**src/rtl/silence_pkg.sv**
```systemverilog
// Package: shared types and default sizes for the silence detector.
// Assumes 8 kHz sampling, so one 8 ms hold step spans 64 samples.
package silence_pkg;
    localparam int SAMPLE_W_DEF   = 13;
    localparam int TIME_W_DEF     = 6;
    localparam int STEP_SHIFT_DEF = 6;   // log2(64 samples per step)

    // Operating state of one channel's detector
    typedef enum logic [1:0] {
        CH_IDLE  = 2'd0,   // detection disabled
        CH_WATCH = 2'd1,   // counting quiet samples
        CH_SKIP  = 2'd2    // through/loopback path, detection skipped
    } ch_mode_e;
endpackage

```
**src/rtl/sw_mag_compare.sv**
```systemverilog
// Module: sw_mag_compare
// Takes the magnitude of a two's complement sample and compares it with an
// unsigned threshold of the same width. The result is purely combinational.
// Assumes the most negative code has magnitude 2^(W-1), which fits unsigned in W bits.
module sw_mag_compare #(
    parameter int SAMPLE_W = 13
) (
    input  logic [SAMPLE_W-1:0] sample,
    input  logic [SAMPLE_W-1:0] level,
    output logic                quiet
);
    logic [SAMPLE_W-1:0] mag;

    // Magnitude of the sample and the inclusive threshold test
    always_comb begin
        mag   = sample[SAMPLE_W-1] ? (~sample + 1'b1) : sample;
        quiet = (mag <= level);
    end
endmodule

```
**src/rtl/sw_quiet_timer.sv**
```systemverilog
// Module: sw_quiet_timer
// Counts the consecutive quiet samples of one channel and raises the flag
// once the run is longer than hold * 2^STEP_SHIFT samples.
// Assumes 'quiet' belongs to the sample that is valid in the same cycle.
module sw_quiet_timer
    import silence_pkg::*;
#(
    parameter int TIME_W     = TIME_W_DEF,
    parameter int STEP_SHIFT = STEP_SHIFT_DEF
) (
    input  logic              clk,
    input  logic              rst_n,
    input  logic              enable,
    input  logic              skip,
    input  logic              valid,
    input  logic              quiet,
    input  logic [TIME_W-1:0] hold,
    output logic              flag
);
    localparam int CNT_W = TIME_W + STEP_SHIFT + 1;
    localparam logic [CNT_W-1:0] CNT_MAX = '1;

    ch_mode_e         mode;
    logic [CNT_W-1:0] run_cnt;
    logic [CNT_W-1:0] run_inc;
    logic [CNT_W-1:0] limit;

    // Select the operating mode; skip takes precedence over watching
    always_comb begin
        if (!enable)   mode = CH_IDLE;
        else if (skip) mode = CH_SKIP;
        else           mode = CH_WATCH;
    end

    // Hold window in samples and the saturating next count
    always_comb begin
        limit   = {1'b0, hold, {STEP_SHIFT{1'b0}}};
        run_inc = (run_cnt == CNT_MAX) ? run_cnt : run_cnt + 1'b1;
    end

    // Run counter and silent flag
    always_ff @(posedge clk) begin
        if (!rst_n) begin
            run_cnt <= '0;
            flag    <= 1'b0;
        end else begin
            case (mode)
                CH_WATCH: begin
                    if (valid) begin
                        if (quiet) begin
                            run_cnt <= run_inc;
                            flag    <= (run_inc > limit);
                        end else begin
                            run_cnt <= '0;
                            flag    <= 1'b0;
                        end
                    end
                end
                default: begin
                    run_cnt <= '0;
                    flag    <= 1'b0;
                end
            endcase
        end
    end

    AST_FLAG_RISE_ON_QUIET: assert property (@(posedge clk) disable iff (!rst_n)
        $rose(flag) |-> $past(valid && quiet && mode == CH_WATCH));
    AST_LOUD_CLEARS: assert property (@(posedge clk) disable iff (!rst_n)
        (mode == CH_WATCH && valid && !quiet) |=> (!flag && run_cnt == '0));
    AST_DISABLED_CLEAR: assert property (@(posedge clk) disable iff (!rst_n)
        (!enable) |=> (!flag && run_cnt == '0));
    AST_SKIP_CLEAR: assert property (@(posedge clk) disable iff (!rst_n)
        (enable && skip) |=> (!flag && run_cnt == '0));
    AST_IDLE_HOLDS: assert property (@(posedge clk) disable iff (!rst_n)
        (mode == CH_WATCH && !valid) |=> ($stable(flag) && $stable(run_cnt)));
endmodule

```
**src/rtl/sw_request_merge.sv**
```systemverilog
// Module: sw_request_merge
// Combines the per-channel flags into one active-low request line.
// Assumes the flags are registered, so the output is free of glitches between edges.
module sw_request_merge #(
    parameter int NUM_CH = 4
) (
    input  logic [NUM_CH-1:0] flags,
    output logic              req_n
);
    // Low while any channel reports silence
    always_comb req_n = ~(|flags);
endmodule

```
**src/rtl/silence_watch.sv**
```systemverilog
// Module: silence_watch (top)
// Multi-channel silence detector. Each channel has a magnitude comparator
// and a quiet-run timer; the flags are merged into an active-low request.
// Assumes one sample per channel per valid strobe and samples packed per channel.
module silence_watch
    import silence_pkg::*;
#(
    parameter int NUM_CH     = 4,
    parameter int SAMPLE_W   = SAMPLE_W_DEF,
    parameter int TIME_W     = TIME_W_DEF,
    parameter int STEP_SHIFT = STEP_SHIFT_DEF
) (
    input  logic                       clk,
    input  logic                       rst_n,
    input  logic [NUM_CH-1:0]          smp_valid,
    input  logic [NUM_CH*SAMPLE_W-1:0] smp_data,
    input  logic [NUM_CH-1:0]          det_en,
    input  logic [NUM_CH-1:0]          bypass,
    input  logic [SAMPLE_W-1:0]        quiet_level,
    input  logic [TIME_W-1:0]          hold_steps,
    output logic [NUM_CH-1:0]          silent_flag,
    output logic                       req_n
);
    logic [NUM_CH-1:0] quiet_vec;

    // One comparator and one timer per channel
    for (genvar ch = 0; ch < NUM_CH; ch++) begin : g_ch
        sw_mag_compare #(.SAMPLE_W(SAMPLE_W)) u_cmp (
            .sample (smp_data[ch*SAMPLE_W +: SAMPLE_W]),
            .level  (quiet_level),
            .quiet  (quiet_vec[ch])
        );

        sw_quiet_timer #(.TIME_W(TIME_W), .STEP_SHIFT(STEP_SHIFT)) u_timer (
            .clk    (clk),
            .rst_n  (rst_n),
            .enable (det_en[ch]),
            .skip   (bypass[ch]),
            .valid  (smp_valid[ch]),
            .quiet  (quiet_vec[ch]),
            .hold   (hold_steps),
            .flag   (silent_flag[ch])
        );
    end

    sw_request_merge #(.NUM_CH(NUM_CH)) u_merge (
        .flags (silent_flag),
        .req_n (req_n)
    );

    AST_REQ_NEEDS_WATCHED: assert property (@(posedge clk) disable iff (!rst_n)
        (!req_n) |-> (|($past(det_en) & ~$past(bypass))));
    AST_RESET_STATE: assert property (@(posedge clk)
        $past(!rst_n) |-> (silent_flag == '0 && req_n));
endmodule

```
**config.mk**
```make
export PLATFORM = sky130hd
export DESIGN_NAME = silence_watch
export DESIGN_NICKNAME = d
export VERILOG_FILES = /design/src/rtl/silence_pkg.sv /design/src/rtl/sw_mag_compare.sv /design/src/rtl/sw_quiet_timer.sv /design/src/rtl/sw_request_merge.sv /design/src/rtl/silence_watch.sv
export SDC_FILE = /design/constraint.sdc
export NUM_CORES = 1
export LEC_CHECK = 0
export BUFFER_PORTS_ARGS = -buffer_cell sky130_fd_sc_hd__buf_2
export CAP_MARGIN = 20
export CORE_ASPECT_RATIO = 1.5
export CORE_MARGIN = 5
export CORE_UTILIZATION = 25
export DETAILED_ROUTE_END_ITERATION = 16
export GPL_TIMING_DRIVEN = 0
export PLACE_DENSITY = 0.42
export REMOVE_ABC_BUFFERS = 1
export SLEW_MARGIN = 10
export SYNTH_ARGS = -nofsm -noshare
export SYNTH_HDL_FRONTEND = slang
export SYNTH_SLANG_ARGS = --single-unit
```
**constraint.sdc**
```tcl
create_clock -name clk -period 3.7 [get_ports clk]
set_input_delay 0.185 -clock clk [delete_from_list [all_inputs] [get_ports clk]]
set_output_delay 0.185 -clock clk [all_outputs]
set_load 0.02 [all_outputs]
```
# == After elaboration in Yosys (flattened, before gate mapping) ==
# Cells that the tools add are included.
# op_classes
n_addsub,8
n_eq_ne,8
n_bitwise,5
muxes,24
n_reduce_logical,5
n_lt_le_gt_ge,8
# op_table
operator,count
$mux W13,12
$add A13 B1 Y13 const B,8
$eq A13 B13 Y1 const B,4
$gt A13 B12 Y1,4
$le A13 B13 Y1,4
$not A13 Y13,4
$mux W2,8
$eq A2 B1 Y1 const B,4
$reduce_and A2 Y1,4
$mux W1,4
$reduce_or A4 Y1,1
$not A1 Y1,1
# totals
elab_cells,66
in_bits,85
output_inout_bits,5
register_bits,56

# == Logic depth before layout (Yosys ltp) ==
# Gate-level depths: netlist of run 1.
# logic_depth
ltp_word,5
depth_mapped,14
mapped_depth_nobuf,13

# == By module ==
# A second synthesis of run 1 with hierarchy kept.
# unflattened
cells_unflattened,904
area_unflattened_um2,6821.5
# modules_own_cells
module,seq_area_each_um2,cells_each,instances,area_per_inst_um2
sw_quiet_timer,280.3,143,4,1136.1
sw_mag_compare (g_ch[0].u_cmp ...),0.0,84,3,564.3
sw_mag_compare (g_ch[3].u_cmp),0.0,79,1,571.8
sw_request_merge,0.0,1,1,12.5

# == Least setup slack after synthesis of run 1 ==
# Ideal clock, no wire load.
# synth_timing
path_kind,input -> register
start,input smp_data[29]
end,register g_ch[2].u_timer.run_cnt[11]
path_slack_ns,0.485
arrival_ns,3.101
n_path_buf,1
required_ns,3.586
setup_ns,0.114
path_stages,13
path_cell_list,or4_4 -> or3_4 -> or3_4 -> o21ai_2 -> xnor2_1 -> ha_1 -> nand4_1 -> nor3_1 -> a221oi_1 -> a22oi_1 -> clkbuf_1 -> o22ai_1 -> a21o_1
# synth_between
elab_chain_cells,5
# synth_rtl
item,line,rtl
start: declaration,silence_watch.sv:16,"input logic [NUM_CH*SAMPLE_W-1:0] smp_data,"
$not A13 Y13,sw_mag_compare.sv:16,mag = sample[SAMPLE_W-1] ? (~sample + 1'b1) : sample;
$add A13 B1 Y13,sw_mag_compare.sv:16,
$mux W13 *,sw_mag_compare.sv:16,
$le A13 B13 Y1 *,sw_mag_compare.sv:17,quiet = (mag <= level);
$mux W13 *,sw_quiet_timer.sv:50,if (quiet) begin
end signal: assignment,sw_quiet_timer.sv:51,run_cnt <= run_inc;
end: declaration,sw_quiet_timer.sv:24,logic [CNT_W-1:0] run_cnt;
# Every way passes the cells marked *; elsewhere a longest branch is shown, timed or not.
# A chain may end at the register's enable or synchronous reset.

# == Worst setup path after layout of run 1 ==
# layout_timing
start,input smp_data[29]
end,register g_ch[2].u_timer.run_cnt[12]
# The elaborated chain is that of the path after synthesis.

==> impl_metrics.yaml, run 1 <==
setup_path:
  crit_path_end: "g_ch[2].u_timer.run_cnt[12]"
  cp_max_fo: 10
  worstSetupPathType: "in -> reg"
  regToRegEndpoint: "g_ch[0].u_timer.flag"
  cp_data_arrival_time_ns: 3.55
  rr_startpoint: "g_ch[0].u_timer.run_cnt[0]"
  rr_worst_depth: 12
  ff2ff_setup_slack_ns: 0.52
  cp.required_ns: 3.89
  crit_start: "smp_data[29]"
  crit_path_start_kind: "primary input"
  cp-end-kind: "flop"
sta:
  slew_headroom: 0.455
  fin_crit_ns: 3.36
  setup_viol: 0
  timing.final.crit_share: 0.909
  final-hold-violation-count: 0
  maxSlewViolCount: 0
  finClkSkew_ns: 0.0101
  fmax_mhz: 297
  fin_setup_tns_ns: 0
  rsz0062_at_grt: "no"
  worst-slew-pin-transition_ns: 0.811
synthesis:
  synth_area_leaders: "dfxtp_1, ha_1, xnor2_1, nand2_1, a21oi_1"
  synth_top_cell_area_share: 0.183
  ys_types: 69
  ys.flop_type: "dfxtp_1"
  netlist_area_um2: 6120
  ys_seq_area_frac: 0.183
  synth_seq_cells: 56
  async_flop_share: 0
  ys_top_cells_by_count: "ha_1, nand2_1, dfxtp_1"
  synth_area_leader_cell: "dfxtp_1"
  synth_cells: 810
  synth_edf_count: 0
  yosysWarnings: 0
  postSynthAreaPerCell_um2: 7.55
placement:
  placed_cells: 1192
  io_buffers: 89
  gp_congestion: 0.804
  dp_hpwl_um: 15200
grt:
  grt_use_total: 0.136
  overflow: 0
  antenna_found_initial: 0
  grt_util_met3: 0.0148
  grt_max_degree: 21
  grt_pass1_vias: 6166
  met2_usage: 0.249
  grt.busiest_layer: "met2"
  globalRouteMet1Util: 0.163
  grt_pass1_wl_um: 30800
power_and_ir_drop:
  p_int_mw: 1.14
  power_frac_seq: 0.370
  p_per_area_nw_per_um2: 233
  p_sw_mw: 0.497
  combPwrFrac: 0.264
  ir_worst_vdd_mv: 0.169
  clock_power_share: 0.365
  switching_share: 0.303
  leakagePower_nw: 2.85
floorplanning:
  initial_core_util: 0.252
  rows: 70
  die_area_um2: 27800
  io_pins: 90
  fp.dieW_um: 138
  fp.dieH_um: 202
  coreArea_um2: 24300
drt:
  drt_iter0_drc: 179
  drt-pass1-iter-count: 4
  vias: 6066
  routed_wl_um: 18600
  wl_per_cell_um: 15.5
  drc: 0
  vias_per_cell: 5.05
  antenna_left: 0
status:
  outcome: "complete, no violations"
layout:
  syn_to_final_growth_pct: 15.2
  multi_input_area_um2: 4680
  drive_above_1_share: 0.136
  fin_cells: 1201
  fill_cells: 2662
  num_antenna_cells: 0
  utilization: 0.290
  nets: 1045
  regArea_um2: 1120
clocking:
  cts_tree: "yes"
  clockRootBuffer: "clkbuf_16"
  cts_max_path_buffers: 2
  clock_sinks: 56
  clk_pin_slew_ns: 0.08
  clock_latency_ns: 0.30
  h-tree-depth: 2
  ctsHoldBuffers: 0
  cts_buffers: 5
run:
  drv_cap: 0
worst_hold_path:
  holdCritStartpoint: "smp_valid[2]"
  hold_class: "in -> reg"
## area by class of cell
type	count	share of cell area
Clock inverter	1	0.00426
Sequential cell	56	0.159
Inverter	52	0.0277
Clock buffer	7	0.0217
Multi-Input combinational cell	670	0.664
Tap cell	324	0.0575
Timing Repair Buffer	91	0.0661
## through the flow
stage          setup WS, ns  hold WS [ns]  power (mW)  cell area (um2)
2_1_floorplan         0.182         0.282       0.890             5970
3_3_place_gp         -0.770         0.467        1.05             6820
3_5_place_dp         -0.305         0.471        1.06             6840
4_1_cts              0.0147         0.192        1.67             7030
5_1_grt              0.0921         0.202        1.76             7050
6_report              0.335         0.210        1.64             7050
## cells in the final DEF (no fill, tap or decap), drive strengths merged, types with 8 or more instances in the layout
cell	count
buf	90
nand2	85
ha	84
dfxtp	56
xnor2	54
inv	52
a21oi	51
nor2	43
nand3	41
o21ai	38
nand4	32
nor3	23
a31oi	19
and3	18
a21o	15
o31ai	15
nand2b	13
nor4	13
or3	10
and4	8
clkbuf	8
## power by group through the flow
stage,registers [mW],logic (mW),clock network (mW)
5_1_grt,0.608,0.500,0.649
6_report,0.607,0.433,0.599
3_5_place_dp,0.622,0.437,0
3_3_place_gp,0.622,0.430,0
4_1_cts,0.607,0.440,0.628
2_1_floorplan,0.620,0.270,0
## worst max-delay path: stages
cell,delay (ns)
buf_2,0.13
or4_4,0.56
or3_4,0.35
or3_4,0.35
nor4b_2,0.31
ha_1,0.31
nand4_1,0.14
nor3_1,0.07
a221oi_1,0.38
a21o_1,0.36
nor2_1,0.06
a2111oi_0,0.33
## what timing repair did
action | 4_1_cts | 5_1_grt
setup buffers | 0 | 0
resized for setup | 0 | 2
setup endpoints to repair | 0 | 9
## how the worst min path moves through the flow
stage	endpoint	slack, ns	cells after the start
floorplan	g_ch[0].u_timer.run_cnt[2]	0.28	1
global placement	g_ch[3].u_timer.flag	0.47	2
detailed placement	g_ch[3].u_timer.flag	0.47	2
CTS	g_ch[3].u_timer.run_cnt[3]	0.19	3
global route	g_ch[2].u_timer.run_cnt[3]	0.20	2
finish	g_ch[2].u_timer.run_cnt[3]	0.21	2
## registers in the layout, summed over array words and instances (netlist names)
| register | count |
|---|---|
| g_ch.u_timer.run_cnt | 52 |
| g_ch.u_timer.flag | 4 |
## kinds of logic (layout without fill, tap and decap cells)
family | after synthesis | in the layout | share of synthesized area
compound gates | 203 | 203 | 0.221
xor+xnor | 61 | 61 | 0.0873
fa+ha+maj | 84 | 84 | 0.172
buf+inv | 84 | 151 | 0.0556
flops | 56 | 56 | 0.183
simple gates | 322 | 322 | 0.281
## layer usage
layer | vias to the layer above | wire, um | part of all wire
met3 | 19 | 809 | 0.044
met1 | 2758 | 7940 | 0.43
met4 | 0 | 431 | 0.023
met2 | 134 | 9390 | 0.51
met5 | - | 0 | 0
li1 | 3155 | - | -
No activity file was read; power rests on OpenSTA's default activity.
==> run 2, diff against run 1 <==
==> constraint.sdc (replaced) <==
create_clock -name clk -period 4.3 [get_ports clk]
set_input_delay 0.215 -clock clk [delete_from_list [all_inputs] [get_ports clk]]
set_output_delay 0.215 -clock clk [all_outputs]
set_load 0.02 [all_outputs]
==> run 2 against run 1 <==
Power decreased by 14%; global-route usage unchanged; register-to-register slack improved by 0.60 ns; routed wire length about the same; first-iteration DRC count decreased by 0.56%; count of clock-buffer cells in the layout unchanged.
==> impl_metrics.yaml, run 2 (synthesized netlist as in run 1, its figures left out) <==
status:
  outcome: "complete, no violations"
drt:
  drt_iter0_drc: 178
  antenna_left: 0
  routed_wl_um: 18600
  vias: 6083
  drt-pass1-iter-count: 4
  wl_per_cell_um: 15.5
  vias_per_cell: 5.06
  drc: 0
placement:
  placed_cells: 1192
  io_buffers: 89
  dpl_worst_slack_ns: 0.265
  gp_congestion: 0.804
  dp_hpwl_um: 15200
grt:
  antenna_found_initial: 0
  grt_max_degree: 21
  grt_pass1_wl_um: 30800
  overflow: 0
  grt_pass1_vias: 6166
  grt_use_total: 0.136
clocking:
  cts_max_path_buffers: 2
  clk_pin_slew_ns: 0.08
  clock_sinks: 56
  ctsResizeCount: 0
  h-tree-depth: 2
  cts_setup_buffers: 0
  clock_latency_ns: 0.30
  cts_tree: "yes"
  cts_buffers: 5
  ctsHoldBuffers: 0
  clockRootBuffer: "clkbuf_16"
sta:
  finClkSkew_ns: 0.0108
  final-hold-violation-count: 0
  setup_viol: 0
  setup_slack_ns: 0.641
  timing.final.crit_share: 0.851
  slew_headroom: 0.294
  rsz0062_at_grt: "no"
  hold_slack_ns: 0.239
  maxSlewViolCount: 0
  fmax_mhz: 273
  worst-slew-pin-transition_ns: 1.06
  fin_crit_ns: 3.66
power_and_ir_drop:
  finalPower_mw: 1.41
  p_per_area_nw_per_um2: 200
  leakagePower_nw: 2.85
  ir_worst_vdd_mv: 0.144
setup_path:
  cp_data_arrival_time_ns: 3.86
  worstSetupPathType: "in -> reg"
  cp_top_family: "simple AND/OR/NAND/NOR gates"
  cp.required_ns: 4.50
  path_buf_inv: 1
  cp-end-kind: "flop"
  crit_path_start_kind: "primary input"
  slowest_stage: "a22oi_1"
  cp_max_fo: 12
  crit_top_cell: "or3_4"
  crit_chain: "buf_2 -> or4_4 -> or3_4 -> or3_4 -> o21ai_2 -> xnor2_1 -> ha_1 -> nand4_1 -> nor3_1 -> a221oi_1 -> a22oi_1 -> o22ai_1 -> a21o_1"
  cp_slowest_stage_delay_ns: 0.83
layout:
  nets: 1045
  syn_to_final_growth_pct: 15.0
  largest_reg_flops: 52
  drive_above_1_share: 0.135
  fin_cells: 1201
  num_antenna_cells: 0
  layout_commonest_cell: "buf_2"
  regMostFlops: "g_ch.u_timer.run_cnt"
  reg_top3: "g_ch.u_timer.run_cnt: 52 flops, g_ch.u_timer.flag: 4 flops"
  final_cell_mix: "buf_2, nand2_1, ha_1"
worst_hold_path:
  hold_class: "in -> reg"
floorplanning:
  fp.dieW_um: 138
  coreArea_um2: 24300
  io_pins: 90
  initial_core_util: 0.252
  fp.dieH_um: 202
  die_area_um2: 27800
  rows: 70
run:
  drv_cap: 0
[run 2: cell counts in the layout (fill, tap and decap cells not counted)]
Identical to the previous run, type by type.
[run 2: final timing paths]
check	startpoint	endpoint	slack [ns]	depth (start not counted)
worst min register to register	g_ch[3].u_timer.flag	g_ch[3].u_timer.flag	0.47	2
worst max register to register	g_ch[0].u_timer.run_cnt[0]	g_ch[0].u_timer.flag	1.12	12
worst min-delay path	smp_valid[2]	g_ch[2].u_timer.run_cnt[3]	0.24	2
worst max-delay path	smp_data[29]	g_ch[2].u_timer.run_cnt[11]	0.64	13
[run 2: metal layers]
| metal | track usage | share of wire | vias to the layer above |
|---|---|---|---|
| li1 | - | - | 3154 |
| met1 | 0.163 | 0.43 | 2767 |
| met2 | 0.249 | 0.51 | 143 |
| met3 | 0.0148 | 0.044 | 19 |
| met4 | 0.0395 | 0.023 | 0 |
| met5 | 0 | 0 | - |
[run 2: final cells by class]
cell class / instances / area [um2]
Clock buffer: 7 / 153
Clock inverter: 1 / 30.0
Tap cell: 324 / 405
Multi-Input combinational cell: 670 / 4660
Inverter: 52 / 195
Timing Repair Buffer: 91 / 465
Sequential cell: 56 / 1120
Fill cell: 2666 / 17200
[run 2: where the power goes]
group / switching [mW] / leakage, nW / total (mW) / internal (mW)
sequential: 0.00299 / 0.451 / 0.523 / 0.520
clock: 0.207 / 0.0901 / 0.515 / 0.308
combinational: 0.216 / 2.31 / 0.371 / 0.155
[run 2: per-stage QoR]
stage / instance area [um2] / setup TNS [ns] / util
finish: 7030 / 0 / 0.290
global route: 7030 / 0 / 0.290
CTS: 7030 / 0 / 0.290
detailed placement: 6840 / 0 / 0.282
global placement: 6820 / -1.27 / 0.281
floorplan: 5970 / 0 / -
